<file path="src/rtl/bpstk_pkg.sv">
package bpstk_pkg;

    localparam int PG_W  = 8;
    localparam int AD_W  = 2 * PG_W;
    localparam int N_REQ = 9;

    // One strobe per command; legal traffic has at most one set.
    typedef struct packed {
        logic ld_base;
        logic ld_sph;
        logic ld_spl;
        logic ext_on;
        logic ext_off;
        logic push;
        logic pull;
        logic bp;
        logic idx;
    } req_t;

    typedef enum logic [1:0] {
        SRC_BP  = 2'd0,
        SRC_IDX = 2'd1,
        SRC_STK = 2'd2
    } src_e;

    // Move the stack pointer one step; narrow mode keeps the high byte.
    function automatic logic [AD_W-1:0] sp_step(input logic [AD_W-1:0] sp,
                                                 input logic wide,
                                                 input logic up);
        logic [AD_W-1:0] full;
        logic [PG_W-1:0] low;
        full = up ? sp + AD_W'(1) : sp - AD_W'(1);
        low  = up ? sp[PG_W-1:0] + PG_W'(1) : sp[PG_W-1:0] - PG_W'(1);
        return wide ? full : {sp[AD_W-1:PG_W], low};
    endfunction

endpackage

</file>
<file path="src/rtl/bpstk_cmd_dec.sv">
module bpstk_cmd_dec
    import bpstk_pkg::*;
(
    input  logic clk,
    input  logic rst,
    input  req_t req,
    input  logic busy,
    output req_t go,
    output logic err
);

    localparam int CNT_W = $clog2(N_REQ + 1);

    logic [CNT_W-1:0] n_req;
    logic             any_req;
    logic             legal;

    always_comb begin
        n_req   = CNT_W'($countones(req));
        any_req = (n_req != '0);
        legal   = (n_req <= CNT_W'(1)) && !busy;
        go      = legal ? req : '0;
    end

    always_ff @(posedge clk) begin
        if (rst) err <= 1'b0;
        else     err <= any_req && !legal;
    end


    multi_req_err_chk: assert property (@(posedge clk) disable iff (rst)
        ($countones(req) > 1) |=> err);


    busy_req_err_chk: assert property (@(posedge clk) disable iff (rst)
        (busy && (req != '0)) |=> err);

endmodule

</file>
<file path="src/rtl/bpstk_sp.sv">
module bpstk_sp
    import bpstk_pkg::*;
#(
    parameter logic [PG_W-1:0] SPH_RST = 8'h01,
    parameter logic [PG_W-1:0] SPL_RST = 8'hFF
)(
    input  logic            clk,
    input  logic            rst,
    input  req_t            go,
    input  logic [PG_W-1:0] wr_data,
    output logic [AD_W-1:0] stk_addr,
    output logic            wide
);

    logic [AD_W-1:0] sp_q;
    logic [AD_W-1:0] sp_dn;
    logic [AD_W-1:0] sp_up;

    always_comb begin
        sp_dn    = sp_step(sp_q, wide, 1'b0);
        sp_up    = sp_step(sp_q, wide, 1'b1);
        // push uses the current pointer, pull the incremented one
        stk_addr = go.pull ? sp_up : sp_q;
    end

    always_ff @(posedge clk) begin
        if (rst) begin
            sp_q <= {SPH_RST, SPL_RST};
            wide <= 1'b0;
        end else begin
            if (go.ext_on)  wide <= 1'b1;
            if (go.ext_off) wide <= 1'b0;
            if (go.ld_sph)  sp_q[AD_W-1:PG_W] <= wr_data;
            if (go.ld_spl)  sp_q[PG_W-1:0]    <= wr_data;
            if (go.push)    sp_q <= sp_dn;
            if (go.pull)    sp_q <= sp_up;
        end
    end


    narrow_push_hi_chk: assert property (@(posedge clk) disable iff (rst)
        (go.push && !wide) |=> sp_q[AD_W-1:PG_W] == $past(sp_q[AD_W-1:PG_W]));


    narrow_pull_hi_chk: assert property (@(posedge clk) disable iff (rst)
        (go.pull && !wide) |=> sp_q[AD_W-1:PG_W] == $past(sp_q[AD_W-1:PG_W]));


    wide_push_chk: assert property (@(posedge clk) disable iff (rst)
        (go.push && wide) |=> sp_q == $past(sp_q) - AD_W'(1));


    mode_keeps_sp_chk: assert property (@(posedge clk) disable iff (rst)
        (go.ext_on || go.ext_off) |=> $stable(sp_q));

endmodule

</file>
<file path="src/rtl/bpstk_out.sv">
module bpstk_out
    import bpstk_pkg::*;
#(
    parameter logic [PG_W-1:0] BASE_RST = 8'h00
)(
    input  logic            clk,
    input  logic            rst,
    input  req_t            go,
    input  logic [PG_W-1:0] wr_data,
    input  logic [PG_W-1:0] bp_off,
    input  logic [AD_W-1:0] idx_base,
    input  logic [PG_W-1:0] idx_val,
    input  logic [AD_W-1:0] stk_addr,
    input  logic            wide,
    output logic [AD_W-1:0] addr,
    output logic            addr_vld,
    output logic            busy
);

    logic [PG_W-1:0] base_q;
    logic [AD_W-1:0] pend_q;
    logic [AD_W-1:0] eff;
    src_e            src;
    logic            acc;
    logic            slow;

    always_comb begin
        acc  = go.bp || go.idx || go.push || go.pull;
        src  = go.bp ? SRC_BP : (go.idx ? SRC_IDX : SRC_STK);
        slow = (go.push || go.pull) && wide;
        unique case (src)
            SRC_BP:  eff = {base_q, bp_off};
            SRC_IDX: eff = idx_base + AD_W'(idx_val);
            default: eff = stk_addr;
        endcase
    end

    always_ff @(posedge clk) begin
        if (rst) begin
            base_q   <= BASE_RST;
            pend_q   <= '0;
            addr     <= '0;
            addr_vld <= 1'b0;
            busy     <= 1'b0;
        end else begin
            if (go.ld_base) base_q <= wr_data;
            if (busy) begin
                addr     <= pend_q;
                addr_vld <= 1'b1;
                busy     <= 1'b0;
            end else if (acc && slow) begin
                pend_q   <= eff;
                addr_vld <= 1'b0;
                busy     <= 1'b1;
            end else if (acc) begin
                addr     <= eff;
                addr_vld <= 1'b1;
            end else begin
                addr_vld <= 1'b0;
            end
        end
    end


    bp_addr_chk: assert property (@(posedge clk) disable iff (rst)
        go.bp |=> addr_vld && (addr[PG_W-1:0] == $past(bp_off)));


    idx_addr_chk: assert property (@(posedge clk) disable iff (rst)
        go.idx |=> addr_vld && (addr == $past(idx_base) + AD_W'($past(idx_val))));


    busy_then_vld_chk: assert property (@(posedge clk) disable iff (rst)
        busy |=> addr_vld && !busy);


    busy_no_vld_chk: assert property (@(posedge clk) disable iff (rst)
        busy |-> !addr_vld);

endmodule

</file>
<file path="src/rtl/bpstk_agu.sv">
module bpstk_agu
    import bpstk_pkg::*;
#(
    parameter logic [7:0] BASE_RST = 8'h00,
    parameter logic [7:0] SPH_RST  = 8'h01,
    parameter logic [7:0] SPL_RST  = 8'hFF
)(
    input  logic        clk,
    input  logic        rst,
    input  logic        req_ld_base,
    input  logic        req_ld_sph,
    input  logic        req_ld_spl,
    input  logic        req_ext_on,
    input  logic        req_ext_off,
    input  logic        req_push,
    input  logic        req_pull,
    input  logic        req_bp,
    input  logic        req_idx,
    input  logic [7:0]  wr_data,
    input  logic [7:0]  bp_off,
    input  logic [15:0] idx_base,
    input  logic [7:0]  idx_val,
    output logic [15:0] addr,
    output logic        addr_vld,
    output logic        busy,
    output logic        err
);

    req_t            req;
    req_t            go;
    logic [AD_W-1:0] stk_addr;
    logic            wide;

    always_comb begin
        req.ld_base = req_ld_base;
        req.ld_sph  = req_ld_sph;
        req.ld_spl  = req_ld_spl;
        req.ext_on  = req_ext_on;
        req.ext_off = req_ext_off;
        req.push    = req_push;
        req.pull    = req_pull;
        req.bp      = req_bp;
        req.idx     = req_idx;
    end

    bpstk_cmd_dec u_dec (
        .clk  (clk),
        .rst  (rst),
        .req  (req),
        .busy (busy),
        .go   (go),
        .err  (err)
    );

    bpstk_sp #(.SPH_RST(SPH_RST), .SPL_RST(SPL_RST)) u_sp (
        .clk      (clk),
        .rst      (rst),
        .go       (go),
        .wr_data  (wr_data),
        .stk_addr (stk_addr),
        .wide     (wide)
    );

    bpstk_out #(.BASE_RST(BASE_RST)) u_out (
        .clk      (clk),
        .rst      (rst),
        .go       (go),
        .wr_data  (wr_data),
        .bp_off   (bp_off),
        .idx_base (idx_base),
        .idx_val  (idx_val),
        .stk_addr (stk_addr),
        .wide     (wide),
        .addr     (addr),
        .addr_vld (addr_vld),
        .busy     (busy)
    );


    idle_no_vld_chk: assert property (@(posedge clk) disable iff (rst)
        (!req_push && !req_pull && !req_bp && !req_idx && !busy) |=> !addr_vld);

endmodule

</file>
<file path="config.mk">
export PLATFORM = sky130hd
export DESIGN_NAME = bpstk_agu
export DESIGN_NICKNAME = d
export VERILOG_FILES = /design/src/rtl/bpstk_pkg.sv /design/src/rtl/bpstk_cmd_dec.sv /design/src/rtl/bpstk_sp.sv /design/src/rtl/bpstk_out.sv /design/src/rtl/bpstk_agu.sv
export SDC_FILE = /design/constraint.sdc
export NUM_CORES = 1
export LEC_CHECK = 0
export ABC_AREA = 0
export BUFFER_PORTS_ARGS = -buffer_cell sky130_fd_sc_hd__buf_2
export CORE_MARGIN = 2
export CORE_UTILIZATION = 62
export DETAILED_ROUTE_END_ITERATION = 8
export PLACE_DENSITY = 0.95
export SLEW_MARGIN = 20
export SYNTH_ARGS = -nofsm -noshare
export SYNTH_HDL_FRONTEND = slang
export SYNTH_SLANG_ARGS = --single-unit
</file>
<file path="constraint.sdc">
create_clock -name clk -period 6.7 [get_ports clk]
set_input_delay 1.34 -clock clk [delete_from_list [all_inputs] [get_ports clk]]
set_output_delay 1.34 -clock clk [all_outputs]
set_load 0.02 [all_outputs]
</file>
---- Yosys cells after proc, flatten, opt, wreduce, memory -nomap -nowiden ----
Index checks and enable logic that the tools add are counted.
W data, S select, Z words.
operators by class
  add/subtract/negate cells ............... 13
  order comparisons ....................... 1
  equality and inequality tests ........... 3
  mux-type cells .......................... 18
  bitwise operators ....................... 1
  reductions and logical operators ........ 20
operators by type and width
  cell                     count
  $mux W16                 8
  $pmux W16 S2             1
  $add A16 B1 Y16 const B  1
  $add A16 B8 Y16          1
  $mux W8                  2
  $sub A16 B1 Y16 const B  1
  $add A4 B4 Y4            3
  $mux W9                  1
  $add A1 B1 Y2            4
  $add A8 B1 Y8 const B    1
  $sub A8 B1 Y8 const B    1
  $reduce_and A2 Y1        3
  $reduce_bool A3 Y1       2
  $add A4 B1 Y4            1
  $le A4 B1 Y1 const B     1
  $logic_and A1 B1 Y1      4
  $logic_or A1 B1 Y1       4
  $mux W1                  4
  $mux W2                  2
  $reduce_bool A4 Y1       1
  $reduce_or A2 Y1         2
  $ne A3 B3 Y1 const B     1
  $eq A2 B1 Y1 const B     1
  $logic_not A1 Y1         2
  4 further kinds          4
word-level totals
  bits in registers ....................... 60
  bits of input ports ..................... 51
  output and inout port bits .............. 19
  logic and storage cells ................. 65

---- Depth between registers and ports, before layout ----
  depth after elaboration ................. 14
  depth in mapped cells ................... 16
  depth with buffers taken out ............ 14

---- Cells and area by module ----
A second synthesis with hierarchy kept.
unflattened totals
  cell total of the unflattened synthesis .. 587
  area, all modules ....................... 4631.9 µm²
modules (own cells, without submodules)
  module         times used  cells an instance  area each (µm²)  seq. area each (µm²)
  bpstk_out      1           302                2581.2           840.8
  bpstk_sp       1           248                1754.2           340.3
  bpstk_cmd_dec  1           37                 296.5            20.0

---- Least setup slack after synthesis ----
OpenSTA, ideal clock, no wires.
  path type ............................... in2reg
  start point ............................. input req_ld_sph
  end point ............................... register u_sp.sp_q[13]
  library setup time ...................... 0.078 ns
  data arrival time ....................... 4.755 ns
  required time ........................... 6.622 ns
  setup slack ............................. 1.867 ns
  stages on the path ...................... 15
  buffers on the path ..................... 3
  path through ............................ ha_1 fa_1 inv_1 fa_1 inv_1 ha_1 inv_1 fa_1 and4bb_1 buf_2 buf_4 clkbuf_1 o21ai_0 o31a_1 nor3_1
between the ends
  word-level cells in the longest chain between the ends .. 9
  elaborated cells on any way between the ends .. 12
  those cells by class .................... add/sub: 4; order compare: 1; eq/ne: 1; mux: 3; reduce/logical: 3
ends and longest elaborated chain
  what                                                            RTL line             text
  from (decl)                                                     bpstk_agu.sv:11      input logic req_ld_sph,
  $add A1 B1 Y2 (implied by the code)                             bpstk_cmd_dec.sv:19  n_req = CNT_W'($countones(req));
  $add A4 B4 Y4 (implied by the code) (2 in series)               bpstk_cmd_dec.sv:19
  $add A4 B1 Y4 (implied by the code)                             bpstk_cmd_dec.sv:19
  $le A4 B1 Y1                                                    bpstk_cmd_dec.sv:21  legal = (n_req <= CNT_W'(1)) && !busy;
  $logic_and A1 B1 Y1                                             bpstk_cmd_dec.sv:21
  $mux W9 (*)                                                     bpstk_cmd_dec.sv:22  go = legal ? req : '0;
  $ne A3 B3 Y1 (no line) (tied with other cells)                  --
  $reduce_and A2 Y1 (no line) / $mux W16 (equally long branches)  --
  to (signal assigned)                                            bpstk_sp.sv:28       sp_q <= {SPH_RST, SPL_RST};
  to (signal, indexed assignment)                                 bpstk_sp.sv:33       if (go.ld_sph) sp_q[AD_W-1:PG_W] <= wr_data;
  to (signal, indexed assignment)                                 bpstk_sp.sv:34       if (go.ld_spl) sp_q[PG_W-1:0] <= wr_data;
  to (decl)                                                       bpstk_sp.sv:15       logic [AD_W-1:0] sp_q;
Mark *: on every way between the ends. The rest lies on a longest branch, timed or not.
A chain may end at the register's enable or synchronous reset.

---- Worst setup path in the final report ----
  start point ............................. input req_pull
  end point ............................... register u_out.pend_q[11]
between the ends
  word-level cells in the longest chain between the ends .. 12
  elaborated cells on any way between the ends .. 20
  those cells by class .................... add/sub: 4; order compare: 1; eq/ne: 1; mux: 5; reduce/logical: 9
ends and longest elaborated chain
  what                                                  RTL line             text
  from (decl)                                           bpstk_agu.sv:16      input logic req_pull,
  $add A1 B1 Y2 (implied by the code)                   bpstk_cmd_dec.sv:19
  $add A4 B4 Y4 (implied by the code) (2 in series)     bpstk_cmd_dec.sv:19
  $add A4 B1 Y4 (implied by the code)                   bpstk_cmd_dec.sv:19
  $le A4 B1 Y1                                          bpstk_cmd_dec.sv:21
  $logic_and A1 B1 Y1                                   bpstk_cmd_dec.sv:21
  $mux W9 (*)                                           bpstk_cmd_dec.sv:22
  branches (longest 5 deep; another with $pmux W16 S2)  --
  to (signal assigned)                                  bpstk_out.sv:41      pend_q <= '0;
  to (signal assigned)                                  bpstk_out.sv:52      pend_q <= eff;
  to (decl)                                             bpstk_out.sv:21      logic [AD_W-1:0] pend_q;
Every way passes the cells marked *.

==> metrics.md <==
| Metric | Value |
|---|---|
| H-tree lvl count | `3` |
| Skew-Pair Late Insertion Delay | `between 0.3 and 0.4 ns` |
| Die height | `88.7 um` |
| Initial antenna violation count | `0` |
| Arr. time, crit path | `5.92 ns` |
| Layout cell share with drive strength beyond 1 | `16.6%` |
| Drt pass-1 iters | `6` |
| Combinational Power Share | `about half` |
| Post-DP HPWL | `approximately 11000 um` |
| Post-cts hold buffer count | `0` |
| Clock share of power | `17.4%` |
| Slew headroom | `47.4%` |
| CORE AREA | `about 7000 sq um` |
| Seq cells post-synth | `60` |
| Worst Hold Class | `reg -> reg` |
| Total grt overflow | `0` |
| Setup violators final | `0` |
| Syn nets | `659` |
| Worst hold margin | `0.462 ns` |
| Final WL | `~14000 um` |
| Final Hold Viols | `0` |
| Crit path required time | `6.96 ns` |
| Internal power | `885 uW` |
| PortBufs | `69` |
| Synthesized area | `4450 sq um` |
| Clk buf depth | `2` |
| All-Layer GR Usage | `37.8%` |
| # fillers | `576` |
| Worst-path clk slew | `0.08 ns` |
| Maximum vdd drop | `0.000284 V` |
| First-pass GRT wire length | `22600 um` |
| CP Capture Type | `register` |
| Setup_tns | `0 ns` |
| PwrDens | `351 nW/um^2` |
| I/O pins | `70` |
| Number of flops mapped to enable cells by yosys | `0` |
| DR WL/cell | `between 15 and 20 um` |
| CTS Buf Count | `9` |
| Routed Antenna Nets | `0` |
| Clk root buf | `clkbuf_8` |
| CTS tree | `built` |
| Post_cts resized | `0` |
| Slew Viols, Final | `0` |
| Average size of a mapped cell | `7.58 sq um` |
| Sequential fraction of the synthesis area | `27.0%` |
| Post-CTS setup buffers | `0` |
| Clock sink count | `60` |
| Overall power | `1730 uW` |
| Clk_skew | `0.00962 ns` |
| YS warnings | `0` |
| Final RePlAce weighted congestion | `roughly 1.0` |
| Via count | `4926` |
| Routed vias/inst | `6.77` |
| Maximum operating frequency | `~0.18 GHz` |
| Final nets | `699` |
| Crit Path Max Fanout | `41` |
| 1st-iter DRT viols | `604` |
| Final period utilization | `84.6%` |
| Placed instance area | `4760 sq um` |
| Fin area | `4940 sq um` |
| Worst slack, placed | `0.798 ns` |
| Sequential fraction of design power | `between 30 and 40%` |
| Synthesized instance count | `587` |
| Unrepaired setup endpoints after global routing | `false` |
| Diode count | `0` |
| Synth unique cells | `65` |
| Synth-to-layout area growth | `11.0%` |
| Ys async rst share | `0%` |
| Row count | `30` |
| Outcome | `finished, final reports clean` |
| Switching share of power | `48.9%` |
| Synth Flop Type | `dfxtp_1` |
| Final WS setup | `1.04 ns` |
| Initial Utilization | `64.8%` |
| Crit Path Category | `in -> reg` |
| LEAKAGE | `0.00193 uW` |
| Switching power | `848 uW` |
| Fin crit period | `about 5.7 ns` |
| DRC | `0` |
| Chip width | `88.7 um` |
| Die area | `7870 sq um` |
| Vias in the first global route | `about 4600` |
| Largest net degree at the start of global routing | `68` |
| CP startpoint kind | `primary input` |
| Maxcap violations | `0` |
| Slew at the pin with the worst max-slew slack | `0.784 ns` |
## kinds of logic after synthesis
family	synth area share [%]
compound gates	28.0
xor+xnor	4.92
fa+ha+maj	6.91
buf+inv	6.15
flops	27.0
mux	1.12
simple gates	25.9
## power by group through the flow
stage	clock network (uW)	logic (uW)	registers, uW
2_1_floorplan	0	609	539
3_3_place_gp	0	828	555
3_5_place_dp	0	847	557
4_1_cts	302	851	550
5_1_grt	316	951	567
6_report	302	874	558
## path summary, 6_finish.rpt
path | end | slack (ns) | cells past startpoint | startpoint
max reg2reg | u_out.pend_q[11] | 3.82 | 8 | u_out.busy
min | u_out.addr[6] | 0.46 | 2 | u_out.pend_q[6]
min reg2reg | u_out.addr[6] | 0.46 | 2 | u_out.pend_q[6]
max | u_out.pend_q[11] | 1.04 | 16 | req_pull
## metrics by stage
stage	std cells	utilization [%]
after floorplan	587	-
after global placement	712	69.4
after detailed placement	712	69.4
after CTS	728	71.9
after global routing	728	71.9
final	728	71.9
## cell usage in the layout, fill, tap and decap left out, drive strengths merged, types with 4 or more instances in the layout
cell and n:
clkinv 6, nor3 14, fa 6, xnor2 7, and2 7, a21oi 50, o21ai 34, mux2i 5
a221oi 7, or4 9, nand3b 4, a211o 7, nand4 11, a211oi 29, clkbuf 9, o31ai 7
inv 17, a21o 5, a31oi 4, a22oi 4, nand2 58, o22ai 14, buf 76, nor4 4
dfxtp 60, nand3 23, nor2 45, or3 5, nor2b 7, xor2 18, and3 13, nor3b 4
nand2b 7, ha 15
## synth_stat cells (13+ instances only)
master | instances | area (sq um)
dfxtp_1 | 60 | 1200
nand2_1 | 58 | 218
a21oi_1 | 50 | 250
nor2_1 | 45 | 169
clkbuf_1 | 34 | 128
o21ai_0 | 32 | 160
a211oi_1 | 29 | 218
nand3_1 | 23 | 115
xor2_1 | 18 | 158
inv_1 | 16 | 60.1
ha_1 | 15 | 188
o22ai_1 | 14 | 87.6
nor3_1 | 13 | 65.1
## worst max-delay path, cell delays in order
cell	delay [ns]
buf_2	0.34
ha_1	0.22
inv_1	0.05
fa_1	0.49
inv_1	0.07
fa_1	0.54
ha_1	0.15
inv_1	0.05
fa_1	0.52
and4bb_1	0.25
buf_4	0.36
and3_1	0.67
nand2_1	0.13
o21ai_0	0.32
a211oi_1	0.12
a211oi_1	0.27
## registers in the layout (all words and copies together), names as in the netlist
register,count
u_dec.err,1
u_out.addr,16
u_out.addr_vld,1
u_out.base_q,8
u_out.busy,1
u_out.pend_q,16
u_sp.sp_q,16
u_sp.wide,1
## metal layers
layer  part of all wire (%)  global-route usage, %  up-vias
li1                       -                      -     2253
met1                     40                   49.0     2262
met2                     45                   59.5      351
met3                     11                   9.61       60
met4                    4.1                   16.8        0
met5                      0                      0        -
## area by class of cell
class	instances	area (sq um)	share of cell area (%)
Multi-Input combinational cell	463	2980	60.3
Sequential cell	60	1200	24.3
Timing Repair Buffer	76	398	8.05
Clock buffer	9	124	2.51
Tap cell	96	120	2.43
Inverter	17	63.8	1.29
Clock inverter	7	52.6	1.06
Power figures use the tool's default switching activity.
